[src/rtl/otp_pkg.sv]
package otp_pkg;

  localparam int unsigned CFG_W     = 20;
  localparam int unsigned OFS_LSB   = 0;
  localparam int unsigned OFS_W     = 14;
  localparam int unsigned MODE_LSB  = 16;
  localparam int unsigned IDX_LSB   = 18;
  localparam int unsigned IDX_W     = 2;

  typedef enum logic [1:0] {
    SEL_OFF = 2'd0,
    SEL_HOT = 2'd1,
    SEL_ONE = 2'd2,
    SEL_RSV = 2'd3
  } sel_mode_e;

  // Saturating add of two codes limited to w bits (w below 32).
  function automatic logic [31:0] sat_sum(input logic [31:0] a,
                                          input logic [31:0] b,
                                          input int unsigned w);
    logic [32:0] s;
    logic [32:0] lim;
    s   = {1'b0, a} + {1'b0, b};
    lim = (33'd1 << w) - 33'd1;
    return (s > lim) ? lim[31:0] : s[31:0];
  endfunction

  function automatic sel_mode_e cfg_mode(input logic [CFG_W-1:0] cfg);
    return sel_mode_e'(cfg[MODE_LSB +: 2]);
  endfunction

  function automatic logic [IDX_W-1:0] cfg_index(input logic [CFG_W-1:0] cfg);
    return cfg[IDX_LSB +: IDX_W];
  endfunction

  function automatic logic [OFS_W-1:0] cfg_offset(input logic [CFG_W-1:0] cfg);
    return cfg[OFS_LSB +: OFS_W];
  endfunction

endpackage

[src/rtl/otp_sense_latch.sv]
module otp_sense_latch
  import otp_pkg::*;
#(
  parameter int unsigned NSENS  = 4,
  parameter int unsigned CODE_W = 16
) (
  input  logic                    clk,
  input  logic                    rst_n,
  input  logic [NSENS*CODE_W-1:0] sense_code,
  input  logic [NSENS-1:0]        sense_vld,
  input  logic [OFS_W-1:0]        offset,
  output logic [NSENS*CODE_W-1:0] held_code,
  output logic [NSENS-1:0]        held_ok,
  output logic [NSENS-1:0]        fresh
);

  for (genvar g = 0; g < NSENS; g++) begin : g_pt
    logic [CODE_W-1:0] raw;
    logic              accept;
    logic [31:0]       sum32;
    logic [CODE_W-1:0] adj;

    assign raw    = sense_code[g*CODE_W +: CODE_W];
    assign accept = sense_vld[g] && (raw != '0);
    assign sum32  = sat_sum(32'(raw), 32'(offset), CODE_W);
    assign adj    = sum32[CODE_W-1:0];

    always_ff @(posedge clk or negedge rst_n) begin
      if (!rst_n) begin
        held_code[g*CODE_W +: CODE_W] <= '0;
        held_ok[g]                    <= 1'b0;
        fresh[g]                      <= 1'b0;
      end else begin
        fresh[g] <= accept;
        if (accept) begin
          held_code[g*CODE_W +: CODE_W] <= adj;
          held_ok[g]                    <= 1'b1;
        end
      end
    end
  end

endmodule

[src/rtl/otp_eval.sv]
module otp_eval
  import otp_pkg::*;
#(
  parameter int unsigned NSENS  = 4,
  parameter int unsigned CODE_W = 16
) (
  input  logic                    clk,
  input  logic                    rst_n,
  input  sel_mode_e               mode,
  input  logic [IDX_W-1:0]        index,
  input  logic [NSENS*CODE_W-1:0] held_code,
  input  logic [NSENS-1:0]        held_ok,
  input  logic [NSENS-1:0]        fresh,
  input  logic [CODE_W-1:0]       trip_level,
  output logic                    eval_fire,
  output logic                    trip_now,
  output logic                    reboot_req
);

  logic [CODE_W-1:0] code_arr [NSENS];
  logic [CODE_W-1:0] judged;

  for (genvar g = 0; g < NSENS; g++) begin : g_unpack
    assign code_arr[g] = held_code[g*CODE_W +: CODE_W];
  end

  always_comb begin
    eval_fire = 1'b0;
    judged    = '1;
    unique case (mode)
      SEL_HOT: begin
        eval_fire = |fresh;
        for (int i = 0; i < NSENS; i++) begin
          if (held_ok[i] && (code_arr[i] < judged)) judged = code_arr[i];
        end
      end
      SEL_ONE: begin
        eval_fire = fresh[index];
        judged    = code_arr[index];
      end
      default: begin
        eval_fire = 1'b0;
        judged    = '1;
      end
    endcase
  end

  assign trip_now = eval_fire && (judged <= trip_level);

  always_ff @(posedge clk or negedge rst_n) begin
    if (!rst_n)         reboot_req <= 1'b0;
    else if (eval_fire) reboot_req <= trip_now;
  end

endmodule

[src/rtl/otp_alarm.sv]
module otp_alarm (
  input  logic clk,
  input  logic rst_n,
  input  logic trip_now,
  input  logic status_wr,
  input  logic status_wdata,
  input  logic alarm_en,
  output logic alarm_status,
  output logic alarm_irq
);

  always_ff @(posedge clk or negedge rst_n) begin
    if (!rst_n)                          alarm_status <= 1'b0;
    else if (trip_now)                   alarm_status <= 1'b1;
    else if (status_wr && status_wdata)  alarm_status <= 1'b0;
  end

  assign alarm_irq = alarm_status & alarm_en;

endmodule

[src/rtl/otp_monitor.sv]
module otp_monitor
  import otp_pkg::*;
#(
  parameter int unsigned NSENS  = 4,
  parameter int unsigned CODE_W = 16
) (
  input  logic                    clk,
  input  logic                    rst_n,
  input  logic [NSENS*CODE_W-1:0] sense_code,
  input  logic [NSENS-1:0]        sense_vld,
  input  logic [CFG_W-1:0]        guard_cfg,
  input  logic [CODE_W-1:0]       trip_level,
  input  logic                    alarm_en,
  input  logic                    status_wr,
  input  logic                    status_wdata,
  output logic                    reboot_req,
  output logic                    alarm_irq,
  output logic                    alarm_status
);

  logic [NSENS*CODE_W-1:0] held_code;
  logic [NSENS-1:0]        held_ok;
  logic [NSENS-1:0]        fresh;
  logic                    eval_fire;
  logic                    trip_now;

  otp_sense_latch #(.NSENS(NSENS), .CODE_W(CODE_W)) u_latch (
    .clk        (clk),
    .rst_n      (rst_n),
    .sense_code (sense_code),
    .sense_vld  (sense_vld),
    .offset     (cfg_offset(guard_cfg)),
    .held_code  (held_code),
    .held_ok    (held_ok),
    .fresh      (fresh)
  );

  otp_eval #(.NSENS(NSENS), .CODE_W(CODE_W)) u_eval (
    .clk        (clk),
    .rst_n      (rst_n),
    .mode       (cfg_mode(guard_cfg)),
    .index      (cfg_index(guard_cfg)),
    .held_code  (held_code),
    .held_ok    (held_ok),
    .fresh      (fresh),
    .trip_level (trip_level),
    .eval_fire  (eval_fire),
    .trip_now   (trip_now),
    .reboot_req (reboot_req)
  );

  otp_alarm u_alarm (
    .clk          (clk),
    .rst_n        (rst_n),
    .trip_now     (trip_now),
    .status_wr    (status_wr),
    .status_wdata (status_wdata),
    .alarm_en     (alarm_en),
    .alarm_status (alarm_status),
    .alarm_irq    (alarm_irq)
  );

endmodule

[config.mk]
export PLATFORM = sky130hd
export DESIGN_NAME = otp_monitor
export DESIGN_NICKNAME = d
export VERILOG_FILES = /design/src/rtl/otp_pkg.sv /design/src/rtl/otp_sense_latch.sv /design/src/rtl/otp_eval.sv /design/src/rtl/otp_alarm.sv /design/src/rtl/otp_monitor.sv
export SDC_FILE = /design/constraint.sdc
export NUM_CORES = 1
export LEC_CHECK = 0
export ABC_AREA = 1
export BUFFER_PORTS_ARGS = -buffer_cell sky130_fd_sc_hd__buf_2
export CAP_MARGIN = 20
export CORE_MARGIN = 2
export CORE_UTILIZATION = 45
export CTS_BUF_LIST = sky130_fd_sc_hd__clkbuf_16
export DETAILED_ROUTE_END_ITERATION = 6
export MAX_ROUTING_LAYER = met4
export PLACE_DENSITY = 0.76
export SYNTH_ARGS = -nofsm -noshare
export SYNTH_HDL_FRONTEND = slang
export SYNTH_SLANG_ARGS = --single-unit
[constraint.sdc]
create_clock -name clk -period 7.4 [get_ports clk]
set_input_delay 1.85 -clock clk [delete_from_list [all_inputs] [get_ports clk]]
set_output_delay 1.85 -clock clk [all_outputs]
set_load 0.01 [all_outputs]
# Yosys cells after proc, flatten, opt, wreduce, memory -nomap -nowiden
# Index checks and enable logic that the tools add are counted.
word_totals:
  regBits: 74
  out_inout_bits: 3
classes:
  addsub: 4
  order_cmp: 11
  muxes: 20
  reduce_logical: 16
  bitwise: 2
  n_eq_ne: 2
ops:
  columns: ["cell", "n"]
  rows:
  - ["two-way mux 16 bit", 13]
  - ["adder 16 x 14 -> 17 bit", 4]
  - ["greater-than comparator 17 x 16 -> 1 bit, second input constant", 4]
  - ["nonzero test 16 bit", 4]
  - ["< comparator 16 bit", 3]
  - ["binary-select mux 16 bit (select 2 bit)", 1]
  - ["one-hot mux 16 bit (2 select lines)", 1]
  - ["less-or-equal comparator 16 bit", 1]
  - ["< comparator 16 bit, second input constant", 1]
  - ["logical AND 1 bit", 10]
  - ["OR reduction 4 bit", 1]
  - ["greater-or-equal comparator 3 bit, second input constant", 1]
  - ["< comparator 2 x 3 -> 1 bit, second input constant", 1]
  - ["two-way mux 1 bit", 3]
  - ["NOT 2 -> 3 bit", 1]
  - ["binary-select mux 1 bit (select 2 bit)", 1]
  - ["== test 2 x 1 -> 1 bit, second input constant", 1]
  - ["== test 2 bit, second input constant", 1]
  - ["one-hot mux 1 bit (2 select lines)", 1]
  - ["nonzero test 2 bit", 1]
  - ["bitwise AND 1 bit", 1]

# Logic depth before layout (Yosys ltp)
# Gate-level depths: netlist of run 1.
depth:
  depth_word: 19
  mapped_depth: 55
  ltp_nobuf: 52

# Modules after synthesis
# Synthesis of run 1 repeated with hierarchy kept, for this count alone.
hier_totals:
  cells_unflattened: 1712
  area_unflattened_um2: 10088.4
by_module_without_submodules:
  columns: ["module", "n_inst", "area_per_inst_um2", "cells_each"]
  rows:
  - ["otp_sense_latch", 1, 6979.2, 1141]
  - ["otp_eval", 1, 3061.7, 564]
  - ["otp_alarm", 1, 47.5, 7]

# Worst setup path before layout of run 1
# Ideal clock, no wire load.
synth_timing:
  path_type: "register to register"
  startpoint: "register u_latch.held_code[15]"
  endpoint: "register u_eval.reboot_req"
  path_slack_ns: 0.509
  setup_ns: 0.126
  required_time_ns: 7.274
  path_stages_with_launch: 43
  arrival_ns: 6.765
  path_buffers: 4
  synth_period_minus_slack_ns: 6.891
  path_cell_list: "dfrtp_1 -> nand2_1 -> inv_2 -> nand2_1 -> nor2_1 -> nand2_1 -> nand2_1 -> clkbuf_1 -> nor2_1 -> ha_1 -> a211o_1 -> nor3_1 -> nand2_2 -> clkbuf_1 -> o21ai_0 -> ha_1 -> a21oi_1 -> o21ai_0 -> (+7 left out) -> a21oi_1 -> o21ai_0 -> nand3_1 -> a21oi_1 -> a2111oi_2 -> clkbuf_1 -> nand3_1 -> nand3_1 -> nand2_1 -> ha_1 -> nand2_1 -> o21a_1 -> o221ai_1 -> nand2_1 -> o2111ai_1 -> nand2_1 -> nand2_1 -> o21ai_0"
synth_between:
  elab_chain_cells: 18
  elab_cells_between_ends: 21
  cone_classes: "order compare (5); mux (11); reduce/logical (5)"
synth_lines:
  columns: ["item", "line", "text"]
  rows:
  - ["from (decl)", "otp_sense_latch.sv:12", "output logic [NSENS*CODE_W-1:0] held_code,"]
  - ["from (signal, indexed assignment)", "otp_sense_latch.sv:36", "held_code[g*CODE_W +: CODE_W] <= adj;"]
  - ["< comparator 16 bit", "otp_eval.sv:34", "if (held_ok[i] && (code_arr[i] < judged)) judged = code_arr[i];"]
  - ["logical AND 1 bit", "otp_eval.sv:34", null]
  - ["two-way mux 16 bit", "otp_eval.sv:34", null]
  - ["two-way mux 16 bit", "otp_eval.sv:30", "unique case (mode)"]
  - ["< comparator 16 bit", "otp_eval.sv:34", null]
  - ["logical AND 1 bit", "otp_eval.sv:34", null]
  - ["two-way mux 16 bit", "otp_eval.sv:34", null]
  - ["two-way mux 16 bit", "otp_eval.sv:30", null]
  - ["(+2 left out)", null, null]
  - ["two-way mux 16 bit", "otp_eval.sv:34", null]
  - ["two-way mux 16 bit", "otp_eval.sv:30", null]
  - ["< comparator 16 bit", "otp_eval.sv:34", null]
  - ["logical AND 1 bit", "otp_eval.sv:34", null]
  - ["two-way mux 16 bit", "otp_eval.sv:34", null]
  - ["one-hot mux 16 bit (2 select lines) (*)", "otp_eval.sv:30", null]
  - ["less-or-equal comparator 16 bit (*)", "otp_eval.sv:48", "assign trip_now = eval_fire && (judged <= trip_level);"]
  - ["logical AND 1 bit (*)", "otp_eval.sv:48", null]
  - ["to (signal assigned)", "otp_eval.sv:52", "else if (eval_fire) reboot_req <= trip_now;"]
  - ["to (decl)", "otp_eval.sv:17", "output logic reboot_req"]
# Every way passes the cells marked *; elsewhere a longest branch is shown, timed or not. The select of a mux whose other input is x is not followed.
# A chain may end at the register's enable or synchronous reset.

# Worst setup path after layout of run 1
layout_timing:
  startpoint: "register u_latch.held_code[6]"
  endpoint: "register u_eval.reboot_req"
# The elaborated chain is that of the path after synthesis.

==> run metrics, run 1 <==
status=completed; PnR worst setup slack=589 ps; CP arrival=7030 ps; critical path endpoint category=flip-flop; Die H=136 µm; top cells by area, synth=dfrtp_1, ha_1, nand2_1; core area=between 0.015 and 0.02 mm²; worst-path fanout max=21; DRT Pass-1 Iters=5; pin count of the biggest net entering global routing=75; RR Startpoint=u_latch.held_code[6]$_DFFE_PN0P_; Vias=7932; total of max-cap violations=0; routability cong.=0.920; Worst setup SP type=flip-flop; reg2reg setup slack=~600 ps; Final Cycle Share=92.0%; antenna violations before repair=0; Lkg Pwr=around 4.8 nW; # DRC=0; R2R depth=47; RSZ-0062 raised after global routing=false; RR Endpoint=u_eval.reboot_req$_DFFE_PN0P_; Hold Crit Class=reg -> reg; count of hold-fix buffers inserted at cts=0; most frequent CP cell=nand2_1; # rows=48; DRT Wirelength=23500 µm; synthesized cell area=0.00782 mm²; Post-Place Cell Area=0.00860 mm²; clk sinks=between 70 and 80; Hold Path Stages=2; Hold Worst Slack=463 ps; min cycle time layout=6810 ps; top cell type by total area after synthesis=dfrtp_1; Hold Vio Cnt, Final=0; CTS clk-pin slew, worst paths=roughly 60 ps; WHS Endpoint=u_latch.held_ok[3]$_DFFE_PN0P_; Area Overhead vs Synth=16.4%; Final Max Tran Viols=0; Clock Skews=10.4 ps; fin nets=1429; Worst path slowest cell=dfrtp_1; Clock Tree Buf Depth=2; top_reg_cell synth=dfrtp_1; Slew HR=33.3%; worst-margin pin slew=999 ps; IO buf count=109; maximum VDD drop=153 µV; number of synthesized flops with an enable pin=0; Finish-stage setup viols=0; sequential area share after synthesis=23.7%; Initial Util=45.7%; Global Route Usage Sum=26.5%; Num CTS Buffers=9; clock latency at the later pin of the worst-skew pair=340 ps; proportion of layout cells with a drive suffix above 1=14.2%; first-pass GRT wire length=37000 µm; Yosys reg bits=74; Initial DRC Count=710; Routed Antenna Nets=0; Syn. warnings=0; ys async rst share=100%; syn_area_per_cell=7.19 µm²; Final Cell Area=approximately 0.009 mm²; WP buf/inv=6; die width=approximately 140 µm; Fmax=between 100 and 150 MHz; post-synth cell types=39; Die ar.=0.0184 mm²; CTS tree=built; most frequent cells after synthesis=nand2_1, inv_1, ha_1; number of global-route vias before repair=7324; final instance count without filler cells=1429; DP HPWL=between 15000 and 20000 µm; P per Cell Area=237 mW/mm²; HP Start=u_latch.held_ok[3]$_DFFE_PN0P_; drt wl/cell=16.5 µm; # fillers=about 1.7k; most frequent cell after synthesis=nand2_1; Placement Setup Slack=204 ps; CP peak stage delay=430 ps; n_diodes=0; Crit path max-delay family=simple AND/OR/NAND/NOR gates; root buf cell=clkbuf_16; H-tree depth=3; Ports=112; DR vias/cell=5.55; remaining global-route overflow=0; setup TNS=0 ps; Yosys top cell area share=23.7%; WP data required=7620 ps; Synth Instances=1087; CP Class=reg -> reg; placed insts=1400; syn_nets=1317
## layout make-up
cell class | count | area, µm² | share of cell area [%]
Multi-Input combinational cell | 813 | 5270 | 57.9
Sequential cell | 74 | 1850 | 20.4
Timing Repair Buffer | 135 | 787 | 8.65
Inverter | 166 | 623 | 6.85
Tap cell | 225 | 282 | 3.09
Clock buffer | 9 | 225 | 2.48
Clock inverter | 7 | 61.3 | 0.674
## through the flow
step / total power [W] / utilization, %
CTS: 0.00206 / 51.9
finish: 0.00215 / 53.2
floorplan: 0.00130 / -
global route: 0.00233 / 53.2
detailed placement: 0.00162 / 50.3
global placement: 0.00158 / 50.3
## state kept, by name (all words and copies together) (netlist names)
name / flops
u_latch.held_code: 64
u_latch.held_ok: 4
u_alarm.alarm_status: 1
u_eval.reboot_req: 1
u_latch.fresh: 4
## kinds of logic after synthesis
family / count (synthesis) / synth area share, %
fa+ha+maj: 121 / 19.8
simple gates: 367 / 20.2
buf+inv: 200 / 9.78
flops: 74 / 23.7
xor+xnor: 47 / 5.27
compound gates: 278 / 21.3
## layout by cell type, fill, tap and decap left out, drive strengths merged
cell,count
fa,4
o221ai,1
buf,135
a211o,1
clkinvlp,2
a21o,2
ha,117
o21a,1
o211ai,15
nor2,59
a22oi,44
o41ai,1
xor2,32
o21bai,25
o21ai,66
nand3b,2
nand2,202
nand4,13
a2111oi,2
inv,167
nand3,65
o22ai,6
a21oi,106
o32ai,1
xnor2,15
bufinv,1
nor3,8
o2111ai,1
or2,2
a31oi,1
dfrtp,74
a32oi,1
nor4,16
clkinv,3
a211oi,4
clkbuf,9
## report_power, final
part / internal [W] / switching, W
sequential: 0.000473 / 0.0000633
clock: 0.000257 / 0.000178
combinational: 0.000465 / 0.000716
total: 0.00120 / 0.000957
## how the worst max path moves through the flow
stage                                            startpoint                             to  slack, ps  depth (start not counted)
after floorplan           u_latch.held_code[15]$_DFFE_PN0P_  u_eval.reboot_req$_DFFE_PN0P_        510                         42
after detailed placement  u_latch.held_code[14]$_DFFE_PN0P_  u_eval.reboot_req$_DFFE_PN0P_        200                         43
after CTS                 u_latch.held_code[14]$_DFFE_PN0P_  u_eval.reboot_req$_DFFE_PN0P_        110                         43
final                      u_latch.held_code[6]$_DFFE_PN0P_  u_eval.reboot_req$_DFFE_PN0P_        590                         47
after global routing       u_latch.held_code[7]$_DFFE_PN0P_  u_eval.reboot_req$_DFFE_PN0P_         10                         46
after global placement     u_latch.held_code[5]$_DFFE_PN0P_  u_eval.reboot_req$_DFFE_PN0P_        350                         43
## metal layers
metal | vias to the layer above | global-route usage [%] | share of wire [%]
met2 | 284 | 43.7 | 48
met1 | 3671 | 35.2 | 44
met3 | 37 | 2.24 | 6.3
met5 | - | - | 0
met4 | 0 | 6.83 | 2.0
li1 | 3940 | - | -
## repair_timing
action,CTS,global route
setup buffers,0,10
setup endpoints to repair,0,2
resized for setup,0,38
## worst min-delay path: stages, from the launching register on
cell     delay, ps
dfrtp_1        320
inv_1           50
nand2_1         60
Note: power is estimated with default switching activity, not from simulation.
==> run 2, diff against run 1 <==
Settings changed: PLACE_DENSITY 0.76 to unset, PLACE_DENSITY_LB_ADDON set to 0.2.
==> run metrics, run 2 (same netlist as run 1, synthesis figures left out) <==
status=completed (unchanged); reg2reg setup slack=550 ps (was 590 ps); Vias=7761 (was 7932); CTS clk-pin slew, worst paths=60 ps (about the same); # fillers=1748 (was 1671); Routed Antenna Nets=0 (unchanged); CP Class=reg -> reg (unchanged); switch share=44.9% (was 44.5%); proportion of layout cells with a drive suffix above 1=14.0% (was 14.2%); Die ar.=0.0184 mm² (unchanged); worst-path fanout max=13 (was 21); # rows=48 (unchanged); biggest regs=u_latch.held_code: 64 flops, u_latch.fresh: 4 flops, u_latch.held_ok: 4 flops (unchanged); most flop-heavy register=u_latch.held_code (unchanged); count of hold-fix buffers inserted at cts=0 (unchanged); Area Overhead vs Synth=15.3% (was 16.4%); CP peak stage delay=420 ps (was 430 ps); Clock Skews=6.28 ps (was 10.4 ps); RR Startpoint=u_latch.held_code[3]$_DFFE_PN0P_ (was u_latch.held_code[6]$_DFFE_PN0P_); IO buf count=109 (unchanged); antenna violations before repair=0 (unchanged); HP Start=u_latch.held_ok[2]$_DFFE_PN0P_ (was u_latch.held_ok[3]$_DFFE_PN0P_); DR vias/cell=5.44 (was 5.55); min cycle time layout=6850 ps (was 6810 ps); Fmax=146 MHz (was 147 MHz); RSZ-0062 raised after global routing=false (unchanged); WP data required=7620 ps (about the same); most frequent cells in the layout=nand2_1, inv_1, ha_1 (unchanged); Global Route Usage Sum=26.8% (was 26.5%); fin nets=1428 (was 1429); P per Cell Area=232 mW/mm² (was 237 mW/mm²); Initial DRC Count=618 (was 710); setup TNS=0 ps (unchanged); routability cong.=0.918 (was 0.920); # DRC=0 (unchanged); die width=136 µm (unchanged); most frequent CP cell=nand2_1 (unchanged); Hold Worst Slack=465 ps (was 463 ps); CP Capture Point=u_eval.reboot_req$_DFFE_PN0P_ (unchanged); Num CTS Buffers=9 (unchanged); n_diodes=0 (unchanged); R2R depth=47 (unchanged); RR Endpoint=u_eval.reboot_req$_DFFE_PN0P_ (unchanged); Clock Tree Buf Depth=2 (unchanged); Final Cycle Share=92.5% (was 92.0%); total of max-cap violations=0 (unchanged); sequential power share=25.5% (was 24.9%); DRT Pass-1 Iters=6 (was 5); first-pass GRT wire length=37000 µm (about the same); Final Max Tran Viols=0 (unchanged); Psw=0.000939 W (was 0.000957 W); Finish-stage setup viols=0 (unchanged); number of global-route vias before repair=7120 (was 7324); internal power=0.00115 W (was 0.00120 W); Ports=112 (unchanged); combinational share of power=55.8% (was 54.9%); Die H=136 µm (unchanged); Hold Crit Class=reg -> reg (unchanged); maximum VDD drop=108 µV (was 153 µV); launch point of the critical path=u_latch.held_code[3]$_DFFE_PN0P_ (was u_latch.held_code[6]$_DFFE_PN0P_); Worst path slowest cell=dfrtp_1 (unchanged); CTS tree=built (unchanged); Initial Util=45.7% (unchanged); max FFs per register=64 (unchanged); Slew HR=27.6% (was 33.3%); clock latency at the later pin of the worst-skew pair=340 ps (about the same); Worst setup SP type=flip-flop (unchanged); pin count of the biggest net entering global routing=75 (unchanged); Hold Vio Cnt, Final=0 (unchanged); worst-margin pin slew=1090 ps (was 999 ps); CP arrival=7070 ps (was 7030 ps); clk sinks=74 (unchanged); fin util=52.6% (was 53.2%); Lkg Pwr=4.80 nW (was 4.83 nW); core area=0.0171 mm² (unchanged); DRT Wirelength=23700 µm (was 23500 µm); Clk pwr share=18.7% (was 20.2%); critical path endpoint category=flip-flop (unchanged); commonest non-fill, non-tap cell in the layout=nand2_1 (unchanged); remaining global-route overflow=0 (unchanged); root buf cell=clkbuf_16 (unchanged); H-tree depth=3 (unchanged); drt wl/cell=16.6 µm (was 16.5 µm); DP HPWL=19200 µm (was 18800 µm)
run 2: changes by cell type in the layout (fill, tap and decap cells not counted), moves of 2 or more:
cell        delta
clkinvlp_4     -2
clkinv_2       +2
o21ai_1        -3
nor3_1         -2
o21ai_0        +4
buf_6          -2
nor3_2         +2
run 2: repair_timing:
item | CTS | global route
setup endpoints to repair | 0 | 2
buffers inserted | 0 | 3
resized for setup | 0 | 28
run 2: worst min-delay path by stage:
stage                                          end  slack [ps]  depth (start not counted)
floorplan           u_latch.held_ok[2]$_DFFE_PN0P_         420                          2
global placement    u_latch.held_ok[2]$_DFFE_PN0P_         440                          2
detailed placement  u_latch.held_ok[2]$_DFFE_PN0P_         440                          2
CTS                 u_latch.held_ok[2]$_DFFE_PN0P_         460                          2
global route        u_latch.held_ok[3]$_DFFE_PN0P_         500                          2
finish              u_latch.held_ok[2]$_DFFE_PN0P_         470                          2
run 2: power by group through the flow:
stage                     clock network [W]  registers (W)  logic [W]
after CTS                          0.000398       0.000530    0.00111
after detailed placement                  0       0.000536    0.00110
final                              0.000391       0.000532    0.00117
after global routing               0.000409       0.000541    0.00132
after global placement                    0       0.000534    0.00108
after floorplan                           0       0.000524   0.000777
run 2: per-stage QoR:
step           setup WS [ps]  instance area [µm²]  instances  power (W)
6_report                 551                 9010       1427    0.00209
5_1_grt                0.129                 9010       1427    0.00227
4_1_cts                 94.6                 8920       1422    0.00204
3_5_place_dp             151                 8670       1407    0.00164
3_3_place_gp             194                 8670       1407    0.00162
2_1_floorplan            509                 7820       1087    0.00130
run 2: area by class of cell:
type / instances / area, µm² / area share, %
Clock inverter: 6 / 26.3 / 0.292
Sequential cell: 74 / 1850 / 20.6
Clock buffer: 9 / 225 / 2.50
Timing Repair Buffer: 133 / 744 / 8.26
Tap cell: 225 / 282 / 3.12
Inverter: 166 / 623 / 6.92
Multi-Input combinational cell: 814 / 5260 / 58.4
run 2: per-layer routing:
metal / track usage [%] / vias up / routed length [µm]
met5: - / - / 0
met4: 6.71 / 0 / 422
met3: 3.67 / 30 / 1240
met2: 41.9 / 217 / 10900
met1: 36.9 / 3575 / 11200
li1: - / 3939 / -
run 2: worst max-delay path: cells and delay by family (launching register included):
family | cells | cell delay, ps
adder cells (fa/ha/maj) | 4 | 1030
AO/OA/AOI/OAI | 14 | 2050
flip-flops | 1 | 420
buffers and inverters | 7 | 1030
AND/OR/NAND/NOR | 22 | 2170
==> run 3, diff against run 2 <==
Settings changed: ABC_AREA 1 to unset.
==> run metrics, run 3 <==
status=finished with violations (was completed); failing checks=setup timing; R2R depth=44 (was 47); Global Route Usage Sum=28.7% (was 26.8%); HP Start=u_latch.held_ok[3]$_DFFE_PN0P_ (was u_latch.held_ok[2]$_DFFE_PN0P_); routability cong.=0.916 (was 0.918); DRT Pass-1 Iters=4 (was 6); synthesized cell area=0.00773 mm² (was 0.00782 mm²); Lkg Pwr=4.44 nW (was 4.80 nW); Worst setup SP type=flip-flop (unchanged); most flop-heavy register=u_latch.held_code (unchanged); most frequent cell after synthesis=ha_1 (was nand2_1); max FFs per register=64 (unchanged); Slew HR=30.8% (was 27.6%); Final Cycle Share=106% (was 92.5%); RR Startpoint=u_latch.held_code[7]$_DFFE_PN0P_ (was u_latch.held_code[3]$_DFFE_PN0P_); RR Endpoint=u_eval.reboot_req$_DFFE_PN0P_ (unchanged); PnR worst setup slack=-418 ps (was 551 ps); Num CTS Buffers=9 (unchanged); number of global-route vias before repair=7244 (was 7120); DR vias/cell=5.99 (was 5.44); sequential area share after synthesis=24.0% (was 23.7%); Clock Skews=10.6 ps (was 6.28 ps); WHS Endpoint=u_latch.held_ok[3]$_DFFE_PN0P_ (was u_latch.held_ok[2]$_DFFE_PN0P_); WP data required=7680 ps (was 7620 ps); clk sinks=74 (unchanged); first-pass GRT wire length=39200 µm (was 37000 µm); Hold Crit Class=reg -> reg (unchanged); critical path endpoint category=flip-flop (unchanged); min cycle time layout=7820 ps (was 6850 ps); most frequent cells after synthesis=ha_1, dfrtp_1, nor2_1 (was nand2_1, inv_1, ha_1); top_reg_cell synth=dfrtp_1 (unchanged); syn_area_per_cell=9.04 µm² (was 7.19 µm²); most frequent cells in the layout=buf_2, buf_4, ha_1 (was nand2_1, inv_1, ha_1); DRT Wirelength=25400 µm (was 23700 µm); fin util=61.1% (was 52.6%); IO buf count=109 (unchanged); proportion of layout cells with a drive suffix above 1=33.5% (was 14.0%); worst-path fanout max=8 (was 13); # rows=47 (was 48); CP arrival=8090 ps (was 7070 ps); Hold Vio Cnt, Final=0 (unchanged); P per Cell Area=283 mW/mm² (was 232 mW/mm²); fin nets=1297 (was 1428); syn_nets=1085 (was 1317); root buf cell=clkbuf_16 (unchanged); Ports=112 (unchanged); total of max-cap violations=0 (unchanged); reg2reg setup slack=-420 ps (was 550 ps); post-synth cell types=64 (was 39); ys async rst share=100% (unchanged); CP peak stage delay=430 ps (was 420 ps); pin count of the biggest net entering global routing=75 (unchanged); Die ar.=0.0182 mm² (was 0.0184 mm²); Clock Tree Buf Depth=2 (unchanged); H-tree depth=3 (unchanged); n_diodes=0 (unchanged); number of synthesized flops with an enable pin=0 (unchanged); clock latency at the later pin of the worst-skew pair=340 ps (about the same); core area=0.0167 mm² (was 0.0171 mm²); top cells by area, synth=dfrtp_1, ha_1, o22a_1 (was dfrtp_1, ha_1, nand2_1); remaining global-route overflow=0 (unchanged); die width=135 µm (was 136 µm); Area Overhead vs Synth=32.0% (was 15.3%); worst-margin pin slew=1030 ps (was 1090 ps); Finish-stage setup viols=2 (was 0); Vias=7735 (was 7761); CP Class=reg -> reg (unchanged); Yosys top cell area share=24.0% (was 23.7%); Initial Util=46.3% (was 45.7%); Yosys reg bits=74 (unchanged); RSZ-0062 raised after global routing=true (was false); Fmax=128 MHz (was 146 MHz); top cell type by total area after synthesis=dfrtp_1 (unchanged); antenna violations before repair=0 (unchanged); CTS clk-pin slew, worst paths=70 ps (was 60 ps); Synth Instances=855 (was 1087); commonest non-fill, non-tap cell in the layout=buf_2 (was nand2_1); Worst path slowest cell=o41ai_4 (was dfrtp_1); Syn. warnings=0 (unchanged); Initial DRC Count=430 (was 618); Die H=135 µm (was 136 µm); CTS tree=built (unchanged); Hold Path Stages=1 (was 2); Final Max Tran Viols=0 (unchanged); DP HPWL=19800 µm (was 19200 µm); drt wl/cell=19.7 µm (was 16.6 µm); Routed Antenna Nets=0 (unchanged); Placement Setup Slack=-454 ps (was 151 ps); maximum VDD drop=138 µV (was 108 µV); # DRC=0 (unchanged); biggest regs=u_latch.held_code: 64 flops, u_latch.fresh: 4 flops, u_latch.held_ok: 4 flops (unchanged)
run 3: how the worst max path moves through the flow:
| stage | end | start |
|---|---|---|
| CTS | u_eval.reboot_req$_DFFE_PN0P_ | u_latch.held_code[3]$_DFFE_PN0P_ |
| detailed placement | u_alarm.alarm_status$_DFFE_PN0P_ | u_latch.held_code[6]$_DFFE_PN0P_ |
| global placement | u_alarm.alarm_status$_DFFE_PN0P_ | u_latch.held_code[6]$_DFFE_PN0P_ |
| floorplan | u_alarm.alarm_status$_DFFE_PN0P_ | u_latch.held_code[1]$_DFFE_PN0P_ |
| global route | u_eval.reboot_req$_DFFE_PN0P_ | u_latch.held_code[9]$_DFFE_PN0P_ |
| finish | u_eval.reboot_req$_DFFE_PN0P_ | u_latch.held_code[7]$_DFFE_PN0P_ |
run 3: worst max-delay path: cells and delay by family, from the launching register on:
family                     cells  cell delay, ps
AOI/OAI and AO/OA             25            4580
DFF                            1             350
adders and majority gates      4            1020
buffers and inverters          7            1050
and+or+nand+nor                8             740
run 3: routing by layer:
layer	vias up	GRT usage (%)	share of wire [%]
met5	-	-	0
met4	0	8.16	2.3
met2	253	46.8	47
li1	3724	-	-
met1	3709	38.5	45
met3	49	2.55	5.3
run 3: cell families after synthesis:
kind of cell / share of synthesized area (%)
muxes: 5.97
and+or+nand+nor: 15.2
AOI/OAI and AO/OA: 26.8
adders and majority gates: 20.0
buffers and inverters: 3.12
DFF: 24.0
xor gates and xnor gates: 4.98
run 3: final cells by class:
cell class | count | area (µm²)
multi-input cells | 723 | 6160
fillers | 1485 | 6500
repair buffers | 229 | 1530
clock inverters | 7 | 40.0
clock buffers | 9 | 225
inverters | 30 | 113
well taps | 220 | 275
flip-flops and latches | 74 | 1850
run 3: power breakdown:
part / switching, W / internal, W / leakage, nW
Combinational: 0.000925 / 0.000993 / 3.50
Clock: 0.000179 / 0.000223 / 0.135
Sequential: 0.0000956 / 0.000474 / 0.810
Total: 0.00120 / 0.00169 / 4.44
run 3: repair_timing:
action                                  4_1_cts  5_1_grt
endpoints found under the setup margin        2        2
pin swaps                                    30       31
cloned                                        0        1
hold buffers                                  0        0
setup buffers                                20       11
gates resized for setup                      58       51
run 3: stage by stage:
step                      instance area, µm²  setup TNS, ps  total power, W  hold slack [ps]  instances
after detailed placement                9170           -893         0.00205              457       1245
after floorplan                         7800          -79.8         0.00144              440        855
after global placement                  9170           -842         0.00202              453       1245
after global routing                   10200          -1610         0.00308              489       1292
after CTS                               9840           -503         0.00266              475       1281
final                                  10200           -827         0.00289              470       1292
